$ cat src/rtl/clu_pkg.sv
package clu_pkg;

    localparam int DATA_W  = 32;
    localparam int IMM_W   = 16;
    localparam int OP_W    = 4;
    localparam int SHAMT_W = 5;

    typedef enum logic [OP_W-1:0] {
        OP_LOAD = 4'd0,
        OP_ADD  = 4'd1,
        OP_SUB  = 4'd2,
        OP_MUL  = 4'd3,
        OP_XOR  = 4'd8,
        OP_INV  = 4'd9,
        OP_OR   = 4'd10,
        OP_AND  = 4'd11,
        OP_SHL  = 4'd12,
        OP_SHR  = 4'd13
    } clu_op_e;

    typedef struct packed {
        logic             is_reg;
        logic [IMM_W-1:0] field;
    } clu_operand_t;

    function automatic logic clu_op_legal(logic [OP_W-1:0] code);
        logic ok;
        case (code)
            4'd0, 4'd1, 4'd2, 4'd3,
            4'd8, 4'd9, 4'd10, 4'd11,
            4'd12, 4'd13: ok = 1'b1;
            default:      ok = 1'b0;
        endcase
        return ok;
    endfunction

    function automatic logic [DATA_W-1:0] clu_compute(clu_op_e op,
                                                      logic [DATA_W-1:0] a,
                                                      logic [DATA_W-1:0] b);
        logic [DATA_W-1:0] r;
        case (op)
            OP_LOAD: r = b;
            OP_ADD:  r = a + b;
            OP_SUB:  r = a - b;
            OP_MUL:  r = a * b;
            OP_XOR:  r = a ^ b;
            OP_INV:  r = ~b;
            OP_OR:   r = a | b;
            OP_AND:  r = a & b;
            OP_SHL:  r = a << b[SHAMT_W-1:0];
            OP_SHR:  r = a >> b[SHAMT_W-1:0];
            default: r = '0;
        endcase
        return r;
    endfunction

endpackage

$ cat src/rtl/clu_regbank.sv
module clu_regbank #(
    parameter int NUM_THREADS = 4,
    parameter int NUM_REGS    = 4,
    parameter int NUM_RD      = 3,
    localparam int TID_W  = (NUM_THREADS > 1) ? $clog2(NUM_THREADS) : 1,
    localparam int RIDX_W = (NUM_REGS > 1) ? $clog2(NUM_REGS) : 1
) (
    input  logic                                      clk,
    input  logic                                      rst,
    input  logic                                      wr_en,
    input  logic [TID_W-1:0]                          wr_thread,
    input  logic [RIDX_W-1:0]                         wr_index,
    input  logic [clu_pkg::DATA_W-1:0]                wr_data,
    input  logic [NUM_RD-1:0][TID_W-1:0]              rd_thread,
    input  logic [NUM_RD-1:0][RIDX_W-1:0]             rd_index,
    output logic [NUM_RD-1:0][clu_pkg::DATA_W-1:0]    rd_data
);
    import clu_pkg::*;

    logic [DATA_W-1:0] store [NUM_THREADS][NUM_REGS];

    always_ff @(posedge clk) begin
        if (rst) begin
            for (int t = 0; t < NUM_THREADS; t++) begin
                for (int i = 0; i < NUM_REGS; i++) begin
                    store[t][i] <= '0;
                end
            end
        end else if (wr_en) begin
            store[wr_thread][wr_index] <= wr_data;
        end
    end

    for (genvar p = 0; p < NUM_RD; p++) begin : g_rd
        assign rd_data[p] = store[rd_thread[p]][rd_index[p]];
    end

endmodule

$ cat src/rtl/clu_operand_sel.sv
module clu_operand_sel #(
    parameter int NUM_THREADS = 4,
    parameter int NUM_REGS    = 4,
    localparam int TID_W  = (NUM_THREADS > 1) ? $clog2(NUM_THREADS) : 1,
    localparam int RIDX_W = (NUM_REGS > 1) ? $clog2(NUM_REGS) : 1
) (
    input  clu_pkg::clu_operand_t        opnd,
    input  logic [TID_W-1:0]             cur_thread,
    output logic [RIDX_W-1:0]            bank_index,
    input  logic [clu_pkg::DATA_W-1:0]   bank_data,
    input  logic                         fwd_valid,
    input  logic [TID_W-1:0]             fwd_thread,
    input  logic [RIDX_W-1:0]            fwd_index,
    input  logic [clu_pkg::DATA_W-1:0]   fwd_data,
    output logic [clu_pkg::DATA_W-1:0]   value
);
    import clu_pkg::*;

    logic              fwd_hit;
    logic [DATA_W-1:0] reg_value;

    assign bank_index = opnd.field[RIDX_W-1:0];
    assign fwd_hit    = fwd_valid && (fwd_thread == cur_thread) && (fwd_index == bank_index);
    assign reg_value  = fwd_hit ? fwd_data : bank_data;

    always_comb begin
        if (opnd.is_reg) begin
            value = reg_value;
        end else begin
            value = {{(DATA_W-IMM_W){1'b0}}, opnd.field};
        end
    end

endmodule

$ cat src/rtl/clu_alu.sv
module clu_alu (
    input  logic [clu_pkg::OP_W-1:0]   op_code,
    input  logic [clu_pkg::DATA_W-1:0] lhs,
    input  logic [clu_pkg::DATA_W-1:0] rhs,
    output logic [clu_pkg::DATA_W-1:0] result,
    output logic                       legal
);
    import clu_pkg::*;

    assign legal  = clu_op_legal(op_code);
    assign result = clu_compute(clu_op_e'(op_code), lhs, rhs);

endmodule

$ cat src/rtl/cmd_logic_unit.sv
module cmd_logic_unit #(
    parameter int NUM_THREADS = 4,
    parameter int NUM_REGS    = 4,
    localparam int TID_W  = (NUM_THREADS > 1) ? $clog2(NUM_THREADS) : 1,
    localparam int RIDX_W = (NUM_REGS > 1) ? $clog2(NUM_REGS) : 1,
    localparam int NUM_OPND = 2,
    localparam int NUM_RD   = NUM_OPND + 1
) (
    input  logic                          clk,
    input  logic                          rst,
    input  logic                          cmd_valid,
    input  logic [TID_W-1:0]              cmd_thread,
    input  logic [RIDX_W-1:0]             cmd_dst,
    input  logic [clu_pkg::OP_W-1:0]      cmd_op,
    input  logic                          cmd_lhs_is_reg,
    input  logic [clu_pkg::IMM_W-1:0]     cmd_lhs_field,
    input  logic                          cmd_rhs_is_reg,
    input  logic [clu_pkg::IMM_W-1:0]     cmd_rhs_field,
    input  logic [TID_W-1:0]              rd_thread,
    input  logic [RIDX_W-1:0]             rd_index,
    output logic [clu_pkg::DATA_W-1:0]    rd_data,
    output logic                          err_illegal
);
    import clu_pkg::*;

    // write-back stage, committed to the bank one edge after acceptance
    logic              wb_valid;
    logic [TID_W-1:0]  wb_thread;
    logic [RIDX_W-1:0] wb_index;
    logic [DATA_W-1:0] wb_data;
    logic              err_q;
    logic              wb_fire;

    clu_operand_t                   opnd     [NUM_OPND];
    logic [DATA_W-1:0]              opnd_val [NUM_OPND];
    logic [NUM_RD-1:0][TID_W-1:0]   bank_thr;
    logic [NUM_RD-1:0][RIDX_W-1:0]  bank_idx;
    logic [NUM_RD-1:0][DATA_W-1:0]  bank_dat;

    logic [DATA_W-1:0] alu_result;
    logic              alu_legal;
    logic              accept_ok;
    logic              accept_bad;

    assign opnd[0] = '{is_reg: cmd_lhs_is_reg, field: cmd_lhs_field};
    assign opnd[1] = '{is_reg: cmd_rhs_is_reg, field: cmd_rhs_field};

    for (genvar g = 0; g < NUM_OPND; g++) begin : g_opnd
        assign bank_thr[g] = cmd_thread;
        clu_operand_sel #(
            .NUM_THREADS (NUM_THREADS),
            .NUM_REGS    (NUM_REGS)
        ) u_sel (
            .opnd       (opnd[g]),
            .cur_thread (cmd_thread),
            .bank_index (bank_idx[g]),
            .bank_data  (bank_dat[g]),
            .fwd_valid  (wb_valid),
            .fwd_thread (wb_thread),
            .fwd_index  (wb_index),
            .fwd_data   (wb_data),
            .value      (opnd_val[g])
        );
    end

    assign bank_thr[NUM_OPND] = rd_thread;
    assign bank_idx[NUM_OPND] = rd_index;
    assign rd_data            = bank_dat[NUM_OPND];

    clu_regbank #(
        .NUM_THREADS (NUM_THREADS),
        .NUM_REGS    (NUM_REGS),
        .NUM_RD      (NUM_RD)
    ) u_bank (
        .clk       (clk),
        .rst       (rst),
        .wr_en     (wb_valid),
        .wr_thread (wb_thread),
        .wr_index  (wb_index),
        .wr_data   (wb_data),
        .rd_thread (bank_thr),
        .rd_index  (bank_idx),
        .rd_data   (bank_dat)
    );

    clu_alu u_alu (
        .op_code (cmd_op),
        .lhs     (opnd_val[0]),
        .rhs     (opnd_val[1]),
        .result  (alu_result),
        .legal   (alu_legal)
    );

    assign accept_ok  = cmd_valid && alu_legal;
    assign accept_bad = cmd_valid && !alu_legal;

    always_ff @(posedge clk) begin
        if (rst) begin
            wb_valid  <= 1'b0;
            wb_thread <= '0;
            wb_index  <= '0;
            wb_data   <= '0;
            err_q     <= 1'b0;
        end else begin
            wb_valid <= accept_ok;
            err_q    <= accept_bad;
            if (accept_ok) begin
                wb_thread <= cmd_thread;
                wb_index  <= cmd_dst;
                wb_data   <= alu_result;
            end
        end
    end

    assign wb_fire     = wb_valid;
    assign err_illegal = err_q;

endmodule

$ cat config.mk
export PLATFORM = sky130hd
export DESIGN_NAME = cmd_logic_unit
export DESIGN_NICKNAME = d
export VERILOG_FILES = /design/src/rtl/clu_pkg.sv /design/src/rtl/clu_regbank.sv /design/src/rtl/clu_operand_sel.sv /design/src/rtl/clu_alu.sv /design/src/rtl/cmd_logic_unit.sv
export SDC_FILE = /design/constraint.sdc
export NUM_CORES = 2
export LEC_CHECK = 0
export ABC_AREA = 1
export BUFFER_PORTS_ARGS = -buffer_cell sky130_fd_sc_hd__clkbuf_2
export CELL_PAD_IN_SITES_DETAIL_PLACEMENT = 0
export CELL_PAD_IN_SITES_GLOBAL_PLACEMENT = 1
export CORE_UTILIZATION = 38
export DETAILED_ROUTE_END_ITERATION = 8
export PLACE_DENSITY = 0.73
export SLEW_MARGIN = 30
export SYNTH_ARGS = -nofsm -noshare
export SYNTH_HDL_FRONTEND = slang
export SYNTH_HIERARCHICAL = 1
export SYNTH_SLANG_ARGS = --single-unit
$ cat constraint.sdc
create_clock -name clk -period 10 [get_ports clk]
set_input_delay 0 -clock clk [delete_from_list [all_inputs] [get_ports clk]]
set_output_delay 0 -clock clk [all_outputs]
set_load 0.05 [all_outputs]
# After elaboration in Yosys (flattened, before gate mapping)
# Memories as Yosys holds them, arrays and structs flattened.
# Index checks and enable logic that the tools add are counted.
[word_totals] register_bits=38 latchBits=0 ram_bits=512 romBits=16 in_bits=49 output_inout_bits=33 mem_count=2
[mem_list] name="u_bank.store" depth=4 width=128 rd=2 rd_clocked_by_memory_dff=0 wr=4 line="clu_regbank.sv:20" text="logic [DATA_W-1:0] store [NUM_THREADS][NUM_REGS];"
[mem_list] name="(no name shown)" depth=16 width=1 rd=1 rd_clocked_by_memory_dff=0 wr=0 line="clu_pkg.sv:28" text="case (code)"
[op_classes] add_sub_neg=2 n_mul=1 div=0 order_cmp=5 n_eq_ne=12 n_shift=2 mux=24 n_bitwise=8 reduce_logical=9
[op_table] op="$mux 128" count=3
[op_table] op="$mux 32" count=11
[op_table] op="$pmux 32 s10" count=1
[op_table] op="$bmux 32 s2" count=3
[op_table] op="$reduce_or 128->1" count=1
[op_table] op="$demux 32 s2" count=1
[op_table] op="$add 32x32->32" count=1
[op_table] op="$and 32x32->32" count=1
[op_table] op="$mul 32x32->32" count=1
[op_table] op="$not 32->32" count=1
[op_table] op="$or 32x32->32" count=1
[op_table] op="$shl 32x5->32" count=1
[op_table] op="$shr 32x5->32" count=1
[op_table] op="$sub 32x32->32" count=1
[op_table] op="$xor 32x32->32" count=1
[op_table] op="$eq 4x4->1 const B" count=6
[op_table] op="$ge 3x3->1 const B" count=4
[op_table] op="$not 2->3" count=4
[op_table] op="$eq 4x2->1 const B" count=2
[op_table] op="$eq 2x2->1" count=3
[op_table] op="$logic_and 1x1->1" count=6
[op_table] op="$eq 4x1->1 const B" count=1
[op_table] op="$logic_not 4->1" count=1
[op_table] op="$mux 1" count=4
[op_table] op="other kinds (3)" count=3

# Longest topological paths before layout
[depth] word_depth=8 ltp_mapped=50 depth_no_buf=44

# Modules after synthesis
# The synthesis kept the hierarchy.
[by_module_without_submodules] mod="clu_regbank" n_inst=1 cells_each=4999 area_each_um2=34500.6 seq_area_each_um2=15374.7
[by_module_without_submodules] mod="clu_alu" n_inst=1 cells_each=3672 area_each_um2=24290.8 seq_area_each_um2=0.0
[by_module_without_submodules] mod="clu_operand_sel" n_inst=2 cells_each=193 area_each_um2=868.3 seq_area_each_um2=0.0
[by_module_without_submodules] mod="cmd_logic_unit" n_inst=1 cells_each=233 area_each_um2=1537.7 seq_area_each_um2=760.7

# Worst setup path before layout
# OpenSTA, ideal clock, no wires.
[synth_timing] path_kind="reg2reg" startpoint="register wb_index[0]" endpoint="register wb_data[29]" arrival_ps=8041 required_time_ps=9887 path_slack_ps=1846 path_stages_with_launch=40 period_less_slack_ps=8154 path_cell_list="dfxtp_1 inv_1 nand2_1 nand2_1 nor2_4 nand3_4 buf_2 nand2_1 nand3_1 nand2_1 clkbuf_1 buf_2 buf_2 buf_1 nand2_1 inv_1 fa_1 inv_1 [... 4 more ...] fa_1 inv_1 fa_1 inv_1 fa_1 fa_1 ha_1 a21oi_1 o21ai_0 a21oi_1 nand3_1 a21oi_1 o21bai_1 or2_2 nand3_1 nand3_1 nor2_1 nor2_1"
[synth_rtl] element="start, declared" line="cmd_logic_unit.sv:29" text="logic [RIDX_W-1:0] wb_index;"
[synth_rtl] element="start signal, assigned" line="cmd_logic_unit.sv:109" text="wb_index <= cmd_dst;"
[synth_rtl] element="end signal, assigned" line="cmd_logic_unit.sv:110" text="wb_data <= alu_result;"
[synth_rtl] element="end, declared" line="cmd_logic_unit.sv:30" text="logic [DATA_W-1:0] wb_data;"

==> out/summary.txt <==
Status - completed
Worst-margin pin slew - 993 ps
Routed wire per std cell - 25.2 µm
IO Pins - 82
Fin nets - 9,742
Hpwl dp - 191 mm
Via density - 5.57
Antenna Nets Post-Route - 0
Post-synth net total - 9,968
Die height - 406 µm
Die X-Extent - 406 µm
Crit end category - register
Area after DPL - 64,200 µm²
CTS resizes - 0
CTS Buffer Depth - 3
Fillers - 17,100
Port Buffers - 81
Hold Slack - 121 ps
Number of synthesized register bits - 550
Final non-filler cell area - 66,600 µm²
LEAKAGE - 34.2 nW
Crit path max-delay cell type - xnor2_2
Seq. cell area - 16,100 µm²
First-pass GRT wire length - 410 mm
Worst min path class - in2reg
Grt total ovfl - 0
Reg clk slew, reported paths - 60 ps
Hold_sp - rst
H-tree Lvls - 3
Routed WL - 284 mm
Final Max Tran Viols - 0
Post-synth ARST share - 0
Max VDD drop - 531 µV
DIE AREA - 165,000 µm²
Max-slew headroom - 0.328
Final Skew - 32.3 ps
Critical Path Most Common Cell - fa_1
Worst-Skew Late Latency - 690 ps
Initial antenna violation count - 9
Number of global-route vias before repair - 59,600
Initial DRT Pass Iterations - 7
Max-cap violations - 0
Post-Syn Instances - 9,290
Register area share after synthesis - 0.260
P per Cell Area - 272 nW/µm²
CTS tree - done
Core area - 161,000 µm²
Crit share post-route - 0.943
Ys flop type - edfxtp_1
Ys Warns - 6
EDFF count, synth - 512
Hold Fails Final Rpt - 0
Cts bufs inserted - 73
Multi-input gate area - 36,900 µm²
Largest net degree at the start of global routing - 173
R2r startpoint - wb_thread[1]$_SDFFE_PP0P_
All-Layer GR Usage - 0.340
Worst Path Arrival - 10,000 ps
Root Driver - clkbuf_16
Via Count - 62,900
Row cnt - 147
Worst path required time - 10,570 ps
Share of layout cells above drive strength 1 - 0.0573
Finish-stage setup viols - 0
Average size of a mapped cell - 6.68 µm²
Crit start category - register
Clk sinks - 550
Syn-to-layout area delta - 7.31%
WS Path Type - reg2reg
Origin of the worst setup path - wb_thread[1]$_SDFFE_PP0P_
RSZ-0062 raised after global routing - false
Setup TNS - 0 ps
Fmax - 106 MHz
Most common cell after layout, fill and taps aside - nand2_1
Crit-path max cell delay - 660 ps
Library cells used by synthesis - 64
Fin crit period - 9430 ps
Drc violations - 0
Crit Path Max Fanout - 33
DRT iter0 DRCs - 7,935
Most frequent cells in the layout - 2,834 x nand2_1, 1,583 x inv_1, 1,471 x nand3_1, 754 x nor2_1, 512 x edfxtp_1
Total Power - 18.1 mW
Syn Std Cell Area - 62,100 µm²
Initial Utilization - 0.385
Setup WS post-layout - 574 ps
Worst slack at placement - 643 ps
Final Wtd Congestion - 0.975
## through the flow
step,cells,util
final,11300,0.413
after global routing,11300,0.413
after CTS,11300,0.413
after detailed placement,11100,0.398
after global placement,11100,0.398
after floorplan,9290,-
## routing by layer
metal | global-route usage | vias to the layer above | part of all wire
li1 | - | 28500 | -
met1 | 0.433 | 30100 | 0.39
met2 | 0.551 | 3566 | 0.46
met3 | 0.0479 | 780 | 0.090
met4 | 0.193 | 8 | 0.065
met5 | 0 | - | 0.00019
## kinds of logic after synthesis
| logic type | Yosys count | share of synthesized area |
|---|---|---|
| flops | 550 | 0.260 |
| xor+xnor | 53 | 0.00772 |
| buf+inv | 2225 | 0.147 |
| fa+ha+maj | 629 | 0.176 |
| simple gates | 5243 | 0.354 |
| compound gates | 583 | 0.0545 |
| mux | 7 | 0.00113 |
## final timing paths
kind,end,slack [ps],cells after the start
worst max-delay path,wb_data[27]$_SDFFE_PP0P_,570,29
worst min-delay path,wb_fire$_SDFF_PP0_,120,3
worst max register to register,wb_data[27]$_SDFFE_PP0P_,570,29
worst min register to register,wb_data[19]$_SDFFE_PP0P_,620,4
## power breakdown
group / internal, mW / total (mW) / leakage, nW / switching [mW]
Clock: 1.51 / 2.65 / 1.12 / 1.14
Sequential: 2.60 / 2.68 / 5.61 / 0.0753
Combinational: 4.47 / 12.8 / 27.5 / 8.31
Total: 8.58 / 18.1 / 34.2 / 9.52
## state kept, by name, indices dropped and copies added (netlist names)
name	count
err_illegal	1
wb_fire	1
wb_index	2
wb_thread	2
u_bank/store	512
wb_data	32
## critical path: cells and delay by family, from the launching register on
kind / cells / cell delay, ps
AOI/OAI and AO/OA: 6 / 1600
xor gates and xnor gates: 1 / 660
buffers and inverters: 6 / 720
adders and majority gates: 9 / 4180
DFF: 1 / 420
and+or+nand+nor: 7 / 1690
## final cells by class
| cell class | count | share of cell area |
|---|---|---|
| inverter | 1609 | 0.0913 |
| clock inverter | 46 | 0.00627 |
| antenna | 4 | 0.000150 |
| clock buffer | 85 | 0.0284 |
| multi-input combinational | 6515 | 0.555 |
| timing repair buffer | 315 | 0.0363 |
| tap | 2160 | 0.0406 |
| sequential | 550 | 0.242 |
## cells in the mapped netlist (3+ instances only)
cell	n	area, µm²
buf_2	233	1170
buf_4	11	82.6
o21bai_1	9	67.6
o311ai_0	4	35.0
nand3_1	1471	7360
mux2i_1	7	70.1
xor2_1	43	377
nor2_1	763	2860
nand2_1	2871	10800
nand2_2	4	25.0
nand4_1	52	325
nor3_2	5	50.1
nor3_1	32	160
nor2_2	7	43.8
fa_1	409	8190
ha_1	220	2750
buf_6	56	631
nor4_1	4	25.0
o22ai_1	12	75.1
nand3b_1	7	52.6
clkinv_1	3	11.3
o21ai_0	236	1180
nor2_4	7	78.8
xnor2_1	8	70.1
o21ai_1	32	160
o221ai_1	13	114
buf_1	112	420
a211oi_1	9	67.6
inv_1	1592	5980
clkbuf_1	202	758
o211ai_1	25	188
o2111ai_1	17	149
o21a_1	12	90.1
a221oi_1	18	158
edfxtp_1	512	15400
or2_2	10	62.6
a31oi_1	12	75.1
dfxtp_1	38	761
inv_2	13	48.8
a21oi_1	153	766
a21o_1	15	113
## repair_timing
item                                   in CTS  in global routing
hold buffers                                8                  0
setup endpoints to repair                   0                  0
setup buffers                               0                  0
endpoints found under the hold margin      38                  0
(Power assumes the default switching activity.)
